**src/rtl/prng_pkg.sv**
```systemverilog
package prng_pkg;
   typedef enum logic {
      ADV_ONCE  = 1'b0,
      ADV_TWICE = 1'b1
   } adv_mode_e;
endpackage

```
**src/rtl/prng_stage.sv**
```systemverilog
module prng_stage #(
   parameter int          W          = 8,
   parameter logic [W-1:0] TAPS      = 8'hB8,
   parameter bit          FULL_CYCLE = 1'b1
) (
   input  logic [W-1:0] cur,
   output logic [W-1:0] nxt
);
   logic fb_lin;
   logic fb;

   assign fb_lin = ^(cur & TAPS);

   generate
      if (FULL_CYCLE) begin : g_splice
         logic low_zero;
         assign low_zero = (cur[W-2:0] == '0);
         assign fb = fb_lin ^ low_zero;
      end else begin : g_plain
         assign fb = fb_lin;
      end
   endgenerate

   assign nxt = {cur[W-2:0], fb};
endmodule

```
**src/rtl/prng_core.sv**
```systemverilog
module prng_core
   import prng_pkg::*;
#(
   parameter int          W          = 8,
   parameter logic [W-1:0] TAPS      = 8'hB8,
   parameter bit          FULL_CYCLE = 1'b1,
   parameter logic [W-1:0] RST_SEED  = 8'h01
) (
   input  logic         clk,
   input  logic         rst_n,
   input  logic         load,
   input  logic [W-1:0] seed,
   input  logic         adv,
   input  adv_mode_e    mode,
   output logic [W-1:0] nxt1,
   output logic [W-1:0] nxt2
);
   localparam int NSTG = 2;

   logic [W-1:0] state_q;
   logic [W-1:0] chain [NSTG+1];

   assign chain[0] = state_q;

   generate
      for (genvar i = 0; i < NSTG; i++) begin : g_stg
         prng_stage #(.W(W), .TAPS(TAPS), .FULL_CYCLE(FULL_CYCLE)) u_stg (
            .cur(chain[i]),
            .nxt(chain[i+1])
         );
      end
   endgenerate

   assign nxt1 = chain[1];
   assign nxt2 = chain[2];

   always_ff @(posedge clk) begin
      if (!rst_n)
         state_q <= RST_SEED;
      else if (load)
         state_q <= seed;
      else if (adv)
         state_q <= (mode == ADV_TWICE) ? chain[2] : chain[1];
   end
endmodule

```
**src/rtl/prng_outreg.sv**
```systemverilog
module prng_outreg
   import prng_pkg::*;
#(
   parameter int W = 8,
   localparam int DW = 2 * W
) (
   input  logic          clk,
   input  logic          rst_n,
   input  logic          adv,
   input  adv_mode_e     mode,
   input  logic [W-1:0]  nxt1,
   input  logic [W-1:0]  nxt2,
   output logic [DW-1:0] data,
   output logic          valid
);
   logic [DW-1:0] word_d;

   always_comb begin
      if (mode == ADV_TWICE)
         word_d = {nxt1, nxt2};
      else
         word_d = {{W{1'b0}}, nxt1};
   end

   always_ff @(posedge clk) begin
      if (!rst_n) begin
         data  <= '0;
         valid <= 1'b0;
      end else begin
         valid <= adv;
         if (adv)
            data <= word_d;
      end
   end
endmodule

```
**src/rtl/prng_fullcycle.sv**
```systemverilog
module prng_fullcycle
   import prng_pkg::*;
#(
   parameter int          W          = 8,
   parameter logic [W-1:0] TAPS      = 8'hB8,
   parameter bit          FULL_CYCLE = 1'b1,
   parameter logic [W-1:0] RST_SEED  = 8'h01
) (
   input  logic           clk,
   input  logic           rst_n,
   input  logic           load,
   input  logic [W-1:0]   seed,
   input  logic           step,
   input  logic           mode16,
   output logic [2*W-1:0] data,
   output logic           valid
);
   initial begin
      if (W < 3 || W > 32)
         $error("prng_fullcycle: W must be 3..32");
      if (!TAPS[W-1])
         $error("prng_fullcycle: top tap bit must be set");
   end

   logic         adv;
   adv_mode_e    mode;
   logic [W-1:0] nxt1;
   logic [W-1:0] nxt2;

   assign adv  = step & ~load;
   assign mode = mode16 ? ADV_TWICE : ADV_ONCE;

   prng_core #(.W(W), .TAPS(TAPS), .FULL_CYCLE(FULL_CYCLE), .RST_SEED(RST_SEED)) u_core (
      .clk(clk), .rst_n(rst_n), .load(load), .seed(seed),
      .adv(adv), .mode(mode), .nxt1(nxt1), .nxt2(nxt2)
   );

   prng_outreg #(.W(W)) u_out (
      .clk(clk), .rst_n(rst_n), .adv(adv), .mode(mode),
      .nxt1(nxt1), .nxt2(nxt2), .data(data), .valid(valid)
   );
endmodule

```
**config.mk**
```make
export PLATFORM = sky130hd
export DESIGN_NAME = prng_fullcycle
export DESIGN_NICKNAME = d
export VERILOG_FILES = /design/src/rtl/prng_pkg.sv /design/src/rtl/prng_stage.sv /design/src/rtl/prng_core.sv /design/src/rtl/prng_outreg.sv /design/src/rtl/prng_fullcycle.sv
export SDC_FILE = /design/constraint.sdc
export NUM_CORES = 1
export LEC_CHECK = 0
export BUFFER_PORTS_ARGS = -buffer_cell sky130_fd_sc_hd__buf_2
export CAP_MARGIN = 20
export CORE_AREA = 4 4 53 55
export CTS_BUF_LIST = sky130_fd_sc_hd__clkbuf_8
export DETAILED_ROUTE_END_ITERATION = 16
export DIE_AREA = 0 0 57 59
export HOLD_SLACK_MARGIN = 0.05
export MAX_ROUTING_LAYER = met4
export PLACE_DENSITY = 0.83
export SETUP_SLACK_MARGIN = 0.05
export SLEW_MARGIN = 15
export SYNTH_ARGS = -nofsm -noshare
export SYNTH_HDL_FRONTEND = slang
export SYNTH_SLANG_ARGS = --single-unit
```
**constraint.sdc**
```tcl
create_clock -name clk -period 2.2 [get_ports clk]
set_input_delay 0.44 -clock clk [delete_from_list [all_inputs] [get_ports clk]]
set_output_delay 0.44 -clock clk [all_outputs]
set_load 0.02 [all_outputs]
```
==> reports/qor.log, run 1 <==
INFO  worst_setup_path critPathRequiredTime=2.40ns
INFO  place          dpl.cell_count=187
INFO  layout         final_cell_mix=buf_2, dfxtp_1, nand2_1
INFO  power_and_ir_drop p_per_area=683mW/mm2
INFO  route          drt-total-wl=2530um
INFO  power_and_ir_drop power_leakage=0.000650uW
INFO  worst_setup_path critPathLaunchType=register
INFO  min_path       hold_path.class=input port to register
INFO  route          ant_nets_after_route=0
INFO  grt            first_pass_grt_wire_length=4180um
INFO  worst_setup_path critical_path_class=register to register
INFO  timing         rsz0062_at_grt=no
INFO  layout         synthToLayoutAreaGrowth=16.4%
INFO  floorplanning  num_rows=18
INFO  timing         final_setup_margin=0.358ns
INFO  clocking       clkSlewWorstSetupHoldPaths=0.09ns
INFO  floorplanning  die_h=59um
INFO  status         run_status=finished, final reports clean
INFO  floorplanning  core_area=0.00239mm2
INFO  layout         layout_commonest_cell=buf_2
INFO  place          place_congestion=0.973
INFO  clocking       number_of_cts_inserted_buffers=3
INFO  grt            first_global_vias=965
INFO  timing         finalHoldViolations=0
INFO  yosys          synth_cells=137
INFO  yosys          post_synth_design_cell_area=0.00120mm2
INFO  yosys          yosysWarnings=0
INFO  clocking       clock_tree_from_tritoncts=done
INFO  clocking       clock_tree.buffer_depth=2
INFO  timing         slew_headroom=75.6%
INFO  yosys          synth_fp_nets=152
INFO  power_and_ir_drop worst_ir_drop_vdd=0.456mV
INFO  layout         finalNonFillerCells=191
INFO  layout         final_core_utilization=58.4%
INFO  layout         num-fill-cells=229
INFO  floorplanning  chipWidth=57um
INFO  timing         achievable-frequency=543MHz
INFO  timing         drv_slew=0
INFO  worst_setup_path crit_chain=inv_1 -> ha_1 -> xnor2_1 -> o21a_1 -> a21oi_2 -> a211o_1 -> a21boi_1
INFO  power_and_ir_drop power.total=952uW
INFO  route          initialDrtViolationCount=22
INFO  layout         multi_input_area=638um2
INFO  yosys          register_area_share_after_synthesis=41.8%
INFO  clocking       numClockSinks=25
INFO  timing         final.setup_skew=0.00468ns
INFO  timing         fin_crit=1.84ns
INFO  route          routed_wire_length_per_instance=13.3um
INFO  timing         final_min_period_over_clock_period=83.7%
INFO  layout         num_antenna_cells=0
INFO  layout         seq_area=500um2
INFO  worst_setup_path endpoint_kind=register
INFO  floorplanning  die_area=0.00336mm2
INFO  worst_setup_path timing.critical_path.slowest_cell_delay=0.44ns
INFO  timing         setup-violations-final=0
INFO  worst_setup_path crit_fanout=5
INFO  clocking       cts.repair_timing.setup_buffer_count=0
INFO  place          place_ws=0.381ns
INFO  floorplanning  top_ports=30
INFO  yosys          syn-mean-instance-area=8.74um2
INFO  clocking       worstSkewPairLatency=0.26ns
INFO  timing         max_slew.worst_pin.slew=0.367ns
INFO  grt            grtUsageTotal=16.0%
INFO  timing         total_negative_setup_slacks=0ns
INFO  clocking       clock_tree.htree_level_count=1
INFO  place          detailed_place_hpwl=1870um
INFO  layout         final_net_count=177
INFO  grt            number_of_antenna_violations_at_the_first_check_in_global_routing=0
INFO  yosys          yosysUniqueCellTypes=31
INFO  clocking       cts_resized=0
INFO  clocking       cts-hold-fix-buffers=0
INFO  grt            maximum_number_of_pins_on_one_net_before_global_route_repair=26
INFO  clocking       cts_root_buf=clkbuf_8
INFO  route          vias=1,039
INFO  worst_setup_path crit_slowest_cell=dfxtp_1
INFO  layout         drive_gt1_share=24.2%
INFO  place          io_buffer_count=29
INFO  floorplanning  starting_density=50.2%
INFO  job            max_cap_violations=0
INFO  route          detail_route.drc_violations=0
INFO  yosys          synth_seq_cells=25
INFO  grt            globalRoute.totalOverflow=0
INFO  worst_setup_path critical_path_arrival=2.05ns
INFO  route          drt_pass1_iterations=4
INFO  route          avgViaCountPerCell=5.44
-- registers in the layout, summed over array words and instances, names as in the netlist --
| signal | cells |
|---|---|
| u_core.state_q | 8 |
| u_out.data | 16 |
| u_out.valid | 1 |
-- cell type report --
type                       count  share of cell area, %
sequential                    25                   35.9
clock inverter                 1                  0.359
multi-input combinational     98                   45.8
clock buffer                   3                   2.96
tap                           30                   2.69
inverter                       3                  0.808
timing repair buffer          31                   11.5
-- synth_stat cells (all sizes together) --
cell      n  share of area [%]
dfxtp    25                 42
nand2    17                5.3
a21oi    10                4.5
a21boi    9                5.6
a211oi    8                5.4
nand3     8                3.3
nor2b     8                4.4
nor2      7                2.2
clkbuf    6                1.9
mux2i     6                5.0
o211a     6                5.0
buf       5                2.1
inv       3               0.94
o21ai     3                1.3
and2      2                1.0
ha        2                2.1
nor3b     2                1.3
xnor2     2                1.5
a211o     1               0.73
nand2b    1               0.52
nor3      1               0.84
o211ai    1               0.63
o21a      1               0.63
o2bb2ai   1               0.73
or2       1               0.52
xor2      1               0.73
-- worst paths after layout --
check | startpoint | end | slack (ns) | cells after the start
worst min register to register | u_out.data[13] | u_out.data[13] | 0.45 | 2
worst max-delay path | u_core.state_q[5] | u_core.state_q[1] | 0.36 | 7
worst max register to register | u_core.state_q[5] | u_core.state_q[1] | 0.36 | 7
worst min-delay path | seed[5] | u_core.state_q[5] | 0.43 | 3
-- per-stage QoR --
stage               hold slack [ns]  area (um2)
global route                  0.447        1390
floorplan                     0.480        1200
global placement              0.438        1350
detailed placement            0.442        1350
CTS                           0.428        1390
finish                        0.427        1390
-- power by group --
| group | leakage (uW) | total (uW) | internal, uW | switching, uW |
|---|---|---|---|---|
| Sequential | 0.000205 | 501 | 477 | 24.0 |
| Combinational | 0.000419 | 184 | 77.6 | 107 |
| Clock | 0.0000255 | 267 | 126 | 140 |
| Total | 0.000650 | 952 | 681 | 271 |
-- logic make-up after synthesis --
kind of cell,share of synthesized area [%]
XOR/XNOR,2.19
buffers and inverters,4.91
AO/OA/AOI/OAI,24.6
multiplexers,5.02
flip-flops,41.8
AND/OR/NAND/NOR,19.4
adder cells (fa/ha/maj),2.09
-- critical path, delay by kind of cell (launching register included) --
kind,cells,cell delay [ns]
AO/OA/AOI/OAI,4,0.72
buffers and inverters,1,0.09
flip-flops,1,0.44
adder cells (fa/ha/maj),1,0.30
XOR/XNOR,1,0.23
-- per-layer routing --
layer,GRT usage (%),wire [um],up-vias
li1,-,-,523
met1,19.3,1140,486
met2,27.2,1250,26
met3,2.40,127,4
met4,5.63,17,0
met5,-,0,-
No activity file was read; power rests on OpenSTA's default activity.
==> inputs of run 2 (changes only) <==
clock period = 1.78 ns   (was 2.2 ns; I/O delays follow)
==> run 2 against run 1 <==
Effect of this change:
- setup slack worse by 0.21 ns
- sequential power up 23%
- critical path depth unchanged
- combinational power up 45%
- critical endpoint is now u_core.state_q[0]
- largest cell class unchanged
- clock power up 25%
==> reports/qor.log, run 2 (synthesis gave the netlist of run 1 again) <==
INFO  status         run_status=finished, final reports clean
INFO  worst_setup_path critical_path_arrival=1.77ns
INFO  grt            globalRoute.totalOverflow=0
INFO  timing         final_min_period_over_clock_period=91.5%
INFO  layout         num_antenna_cells=0
INFO  timing         total_negative_setup_slacks=0ns
INFO  layout         synthToLayoutAreaGrowth=21.6%
INFO  grt            first_pass_grt_wire_length=4530um
INFO  clocking       cts_root_buf=clkbuf_8
INFO  job            max_cap_violations=0
INFO  place          detailed_place_hpwl=2000um
INFO  layout         finalNonFillerCells=195
INFO  grt            first_global_vias=1,016
INFO  clocking       worstSkewPairLatency=0.27ns
INFO  route          detail_route.drc_violations=0
INFO  clocking       clock_tree_from_tritoncts=done
INFO  floorplanning  chipWidth=57um
INFO  layout         final_cell_mix=buf_2, dfxtp_1, nand2_1
INFO  power_and_ir_drop worst_ir_drop_vdd=0.492mV
INFO  layout         drive_gt1_share=27.9%
INFO  timing         achievable-frequency=614MHz
INFO  layout         seq_area=502um2
INFO  layout         layout_commonest_cell=buf_2
INFO  timing         fin_crit=1.63ns
INFO  floorplanning  starting_density=50.2%
INFO  clocking       number_of_cts_inserted_buffers=3
INFO  floorplanning  top_ports=30
INFO  place          place_congestion=0.935
INFO  worst_setup_path critical_path_class=register to register
INFO  grt            number_of_antenna_violations_at_the_first_check_in_global_routing=0
INFO  floorplanning  core_area=0.00239mm2
INFO  clocking       numClockSinks=25
INFO  timing         setup-violations-final=0
INFO  clocking       cts.repair_timing.setup_buffer_count=0
INFO  route          initialDrtViolationCount=9
INFO  power_and_ir_drop power_leakage=0.000677uW
INFO  timing         final.setup_skew=0.00469ns
INFO  place          io_buffer_count=29
INFO  worst_setup_path critPathRequiredTime=1.92ns
INFO  layout         largest_register_ffs=16
INFO  floorplanning  die_h=59um
INFO  route          drt_pass1_iterations=4
INFO  layout         final_core_utilization=61.0%
INFO  route          vias=1,057
INFO  timing         finalHoldViolations=0
INFO  route          routed_wire_length_per_instance=14.0um
INFO  route          avgViaCountPerCell=5.42
INFO  layout         largest_register=u_out.data
INFO  worst_setup_path crit_fanout=2
INFO  clocking       clock_tree.htree_level_count=1
INFO  route          ant_nets_after_route=0
INFO  timing         drv_slew=0
INFO  clocking       clock_tree.buffer_depth=2
INFO  timing         slew_headroom=73.2%
INFO  route          drt-total-wl=2730um
INFO  min_path       timing.hold.worst_path_depth=3
INFO  worst_setup_path endpoint_kind=register
INFO  layout         num-fill-cells=240
INFO  timing         rsz0062_at_grt=no
INFO  clocking       clkSlewWorstSetupHoldPaths=0.09ns
INFO  worst_setup_path critPathLaunchType=register
INFO  grt            grtUsageTotal=18.0%
INFO  floorplanning  num_rows=18
INFO  layout         final_net_count=181
INFO  place          dpl.cell_count=191
INFO  layout         reg.largest.list=u_out.data (16), u_core.state_q (8), u_out.valid (1)
INFO  layout         multi_input_area=669um2
INFO  floorplanning  die_area=0.00336mm2
INFO  min_path       hold_path.class=input port to register
INFO  power_and_ir_drop p_per_area=833mW/mm2
INFO  grt            maximum_number_of_pins_on_one_net_before_global_route_repair=26
INFO  timing         max_slew.worst_pin.slew=0.403ns
INFO  worst_setup_path r2r_cells=7
==> run 2: cell count changes in the layout (fill, tap and decap cells not counted), sizes merged <==
| cell | delta |
|---|---|
| buf | +4 |
==> run 2: layout make-up <==
class,instances,area share [%]
Clock buffer,3,2.84
Clock inverter,1,0.344
Inverter,3,0.773
Multi-Input combinational cell,98,46.0
Sequential cell,25,34.5
Tap cell,30,2.58
Timing Repair Buffer,35,13.1
==> run 2: metrics by stage <==
step / hold WS (ns) / power (uW) / cell area, um2 / worst slack [ns]
global placement: 0.438 / 859 / 1380 / 0.166
CTS: 0.337 / 1200 / 1430 / 0.0991
global route: 0.347 / 1280 / 1460 / 0.0465
detailed placement: 0.446 / 870 / 1380 / 0.0519
finish: 0.337 / 1210 / 1460 / 0.151
floorplan: 0.480 / 797 / 1200 / 0.134
==> run 2: timing repair <==
item	4_1_cts	5_1_grt
setup endpoints to repair	2	3
pin swaps	0	1
resized for setup	1	3
hold buffers	0	0
==> run 2: per-layer routing <==
layer | up-vias | GRT usage (%) | part of all wire (%)
li1 | 534 | - | -
met1 | 488 | 20.1 | 39
met2 | 30 | 32.0 | 53
met3 | 5 | 4.36 | 6.2
met4 | 0 | 4.97 | 1.3
met5 | - | - | 0
==> run 2: power breakdown <==
part	total (uW)	switching (uW)	internal (uW)
Clock	333	176	157
Combinational	267	149	117
Sequential	614	23.8	590
==> run 2: final timing paths <==
| path | startpoint | endpoint | slack, ns |
|---|---|---|---|
| max | u_core.state_q[4] | u_core.state_q[0] | 0.15 |
| max reg2reg | u_core.state_q[4] | u_core.state_q[0] | 0.15 |
| min reg2reg | u_out.data[14] | u_out.data[14] | 0.46 |
| min | seed[0] | u_core.state_q[0] | 0.34 |
==> run 2: critical path, cell delays in order, from the launching register on <==
cell	delay [ns]
dfxtp_2	0.33
inv_1	0.08
ha_1	0.30
xor2_1	0.16
xnor2_1	0.21
nand2_1	0.08
o2bb2ai_1	0.24
o211ai_1	0.11
==> inputs of run 3 (changes only) <==
BUFFER_PORTS_ARGS = unset   (was -buffer_cell sky130_fd_sc_hd__buf_2)
CELL_PAD_IN_SITES_DETAIL_PLACEMENT = 0   (was unset)
CELL_PAD_IN_SITES_GLOBAL_PLACEMENT = 1   (was unset)
CORE_AREA = 4 4 56 58   (was 4 4 53 55)
DIE_AREA = 0 0 60 62   (was 0 0 57 59)
DONT_BUFFER_PORTS = 1   (was unset)
REMOVE_ABC_BUFFERS = 1   (was unset)
==> run 3 against run 2 <==
Effect of this change:
- cell count shrank 15%
- sequential share of layout area grew 4.0 points
- wire length shrank 7.2%
- largest power group unchanged
- power shrank 3.3%
- critical endpoint is now u_out.data[1]
- fmax grew 0.62%
- cell area shrank 10%
- critical path type unchanged
==> reports/qor.log, run 3 (synthesis gave the netlist of run 1 again) <==
INFO  status         run_status=finished, final reports clean
INFO  timing         final_min_period_over_clock_period=90.9%
INFO  power_and_ir_drop worst_ir_drop_vdd=0.581mV
INFO  floorplanning  die_h=62um
INFO  timing         finalHoldViolations=0
INFO  timing         slew_headroom=71.7%
INFO  timing         total_negative_setup_slacks=0ns
INFO  clocking       worstSkewPairLatency=0.27ns
INFO  clocking       cts-hold-fix-buffers=0
INFO  clocking       clock_tree.buffer_depth=2
INFO  place          dpl_cell_area=0.00123mm2
INFO  route          vias=932
INFO  route          avgViaCountPerCell=5.61
INFO  floorplanning  core_area=0.00266mm2
INFO  floorplanning  starting_density=45.0%
INFO  layout         final_net_count=151
INFO  route          drt-total-wl=2530um
INFO  clocking       numClockSinks=25
INFO  floorplanning  die_area=0.00372mm2
INFO  layout         largest_register=u_out.data
INFO  clocking       clock_tree.htree_level_count=1
INFO  timing         fin_crit=1.62ns
INFO  grt            first_global_vias=883
INFO  worst_setup_path timing.critical_path.slowest_cell_delay=0.33ns
INFO  clocking       cts_root_buf=clkbuf_8
INFO  layout         reg.largest.list=u_out.data (16), u_core.state_q (8), u_out.valid (1)
INFO  layout         layout_commonest_cell=dfxtp_1
INFO  floorplanning  chipWidth=60um
INFO  worst_setup_path crit_chain=inv_1 -> ha_4 -> xnor2_4 -> a211oi_2 -> a21oi_2 -> a211o_1 -> a21boi_1
INFO  min_path       hold_path.class=input port to register
INFO  layout         num_antenna_cells=0
INFO  timing         final.setup_skew=0.00340ns
INFO  layout         design_area=0.00131mm2
INFO  layout         synthToLayoutAreaGrowth=9.30%
INFO  worst_setup_path critPathLaunchType=register
INFO  place          detailed_place_hpwl=1760um
INFO  layout         final_core_utilization=49.2%
INFO  route          ant_nets_after_route=0
INFO  timing         final_setup_margin=0.161ns
INFO  timing         setup-violations-final=0
INFO  clocking       cts.repair_timing.setup_buffer_count=0
INFO  worst_setup_path critPathRequiredTime=1.99ns
INFO  grt            globalRoute.totalOverflow=0
INFO  floorplanning  top_ports=30
INFO  worst_setup_path crit_fanout=3
INFO  worst_setup_path crit_slowest_cell=dfxtp_2
INFO  layout         largest_register_ffs=16
INFO  grt            first_pass_grt_wire_length=3990um
INFO  route          routed_wire_length_per_instance=15.3um
INFO  clocking       clkSlewWorstSetupHoldPaths=0.09ns
INFO  timing         drv_slew=0
INFO  floorplanning  num_rows=19
INFO  timing         rsz0062_at_grt=no
INFO  worst_setup_path path_buf_inv=1
INFO  place          place_ws=0.0623ns
INFO  grt            maximum_number_of_pins_on_one_net_before_global_route_repair=26
INFO  worst_setup_path critical_path_arrival=1.82ns
INFO  worst_setup_path critical_path_class=register to register
INFO  clocking       clock_tree_from_tritoncts=done
INFO  worst_setup_path endpoint_kind=register
INFO  route          initialDrtViolationCount=30
INFO  timing         max_slew.worst_pin.slew=0.424ns
INFO  place          place_congestion=0.837
INFO  route          drt_pass1_iterations=2
INFO  grt            grtUsageTotal=14.7%
INFO  timing         achievable-frequency=618MHz
INFO  power_and_ir_drop power_leakage=0.000531uW
INFO  grt            number_of_antenna_violations_at_the_first_check_in_global_routing=0
INFO  worst_setup_path cell_family_contributing_the_most_delay_on_the_critical_path=compound AO/OA/AOI/OAI gates
INFO  place          io_buffer_count=0
INFO  power_and_ir_drop p_per_area=896mW/mm2
INFO  route          detail_route.drc_violations=0
INFO  job            max_cap_violations=0
INFO  layout         final_cell_mix=dfxtp_1, nand2_1, a21oi_1
INFO  layout         drive_gt1_share=13.3%
INFO  clocking       number_of_cts_inserted_buffers=3
-- run 3: changes by cell type in the layout (fill, tap and decap cells not counted), sizes merged --
cell      change
clkinvlp      +1
buf          -30
clkinv        -1
-- run 3: stage by stage --
step / std cells / hold WS [ns] / total power [uW]
finish: 166 / 0.181 / 1170
global route: 166 / 0.172 / 1230
CTS: 166 / 0.170 / 1170
detailed placement: 162 / 0.453 / 816
global placement: 162 / 0.453 / 809
floorplan: 126 / 0.445 / 775
-- run 3: cell type report --
type                            instances  area, um2
Clock inverter                          1       7.51
Clock buffer                            3       41.3
Tap cell                               31       38.8
Fill cell                             269       1350
Inverter                                3       11.3
Timing Repair Buffer                    5       37.5
Multi-Input combinational cell         98        669
Sequential cell                        25        503
-- run 3: layer usage --
layer	vias to the layer above	global-route usage (%)	wire length (um)
met5	-	-	0
met4	0	6.65	41
met3	4	4.55	185
met2	23	23.3	1190
met1	434	17.2	1120
li1	471	-	-
-- run 3: power breakdown --
group | internal [uW] | leakage (uW) | total (uW) | switching (uW)
sequential | 591 | 0.000206 | 639 | 48.5
combinational | 94.9 | 0.000304 | 184 | 89.0
clock | 159 | 0.0000217 | 350 | 191
-- run 3: worst register-to-register path, cell delays in order (launching register included) --
cell and delay (ns):
dfxtp_2 0.33, inv_1 0.10, ha_4 0.23, xnor2_4 0.14
a211oi_2 0.23, a21oi_2 0.08, a211o_1 0.31, a21boi_1 0.14
-- run 3: worst paths after layout --
path                       endpoint         startpoint  slack (ns)  depth (start not counted)
setup / recovery      u_out.data[1]  u_core.state_q[5]        0.16                          7
setup reg to reg      u_out.data[1]  u_core.state_q[5]        0.16                          7
hold / removal    u_core.state_q[0]              rst_n        0.18                          1
hold reg to reg      u_out.data[10]  u_core.state_q[1]        0.54                          2
-- run 3: what timing repair did --
action,in CTS,in global routing
pin swaps,0,3
resized for setup,1,5
endpoints found under the setup margin,1,4
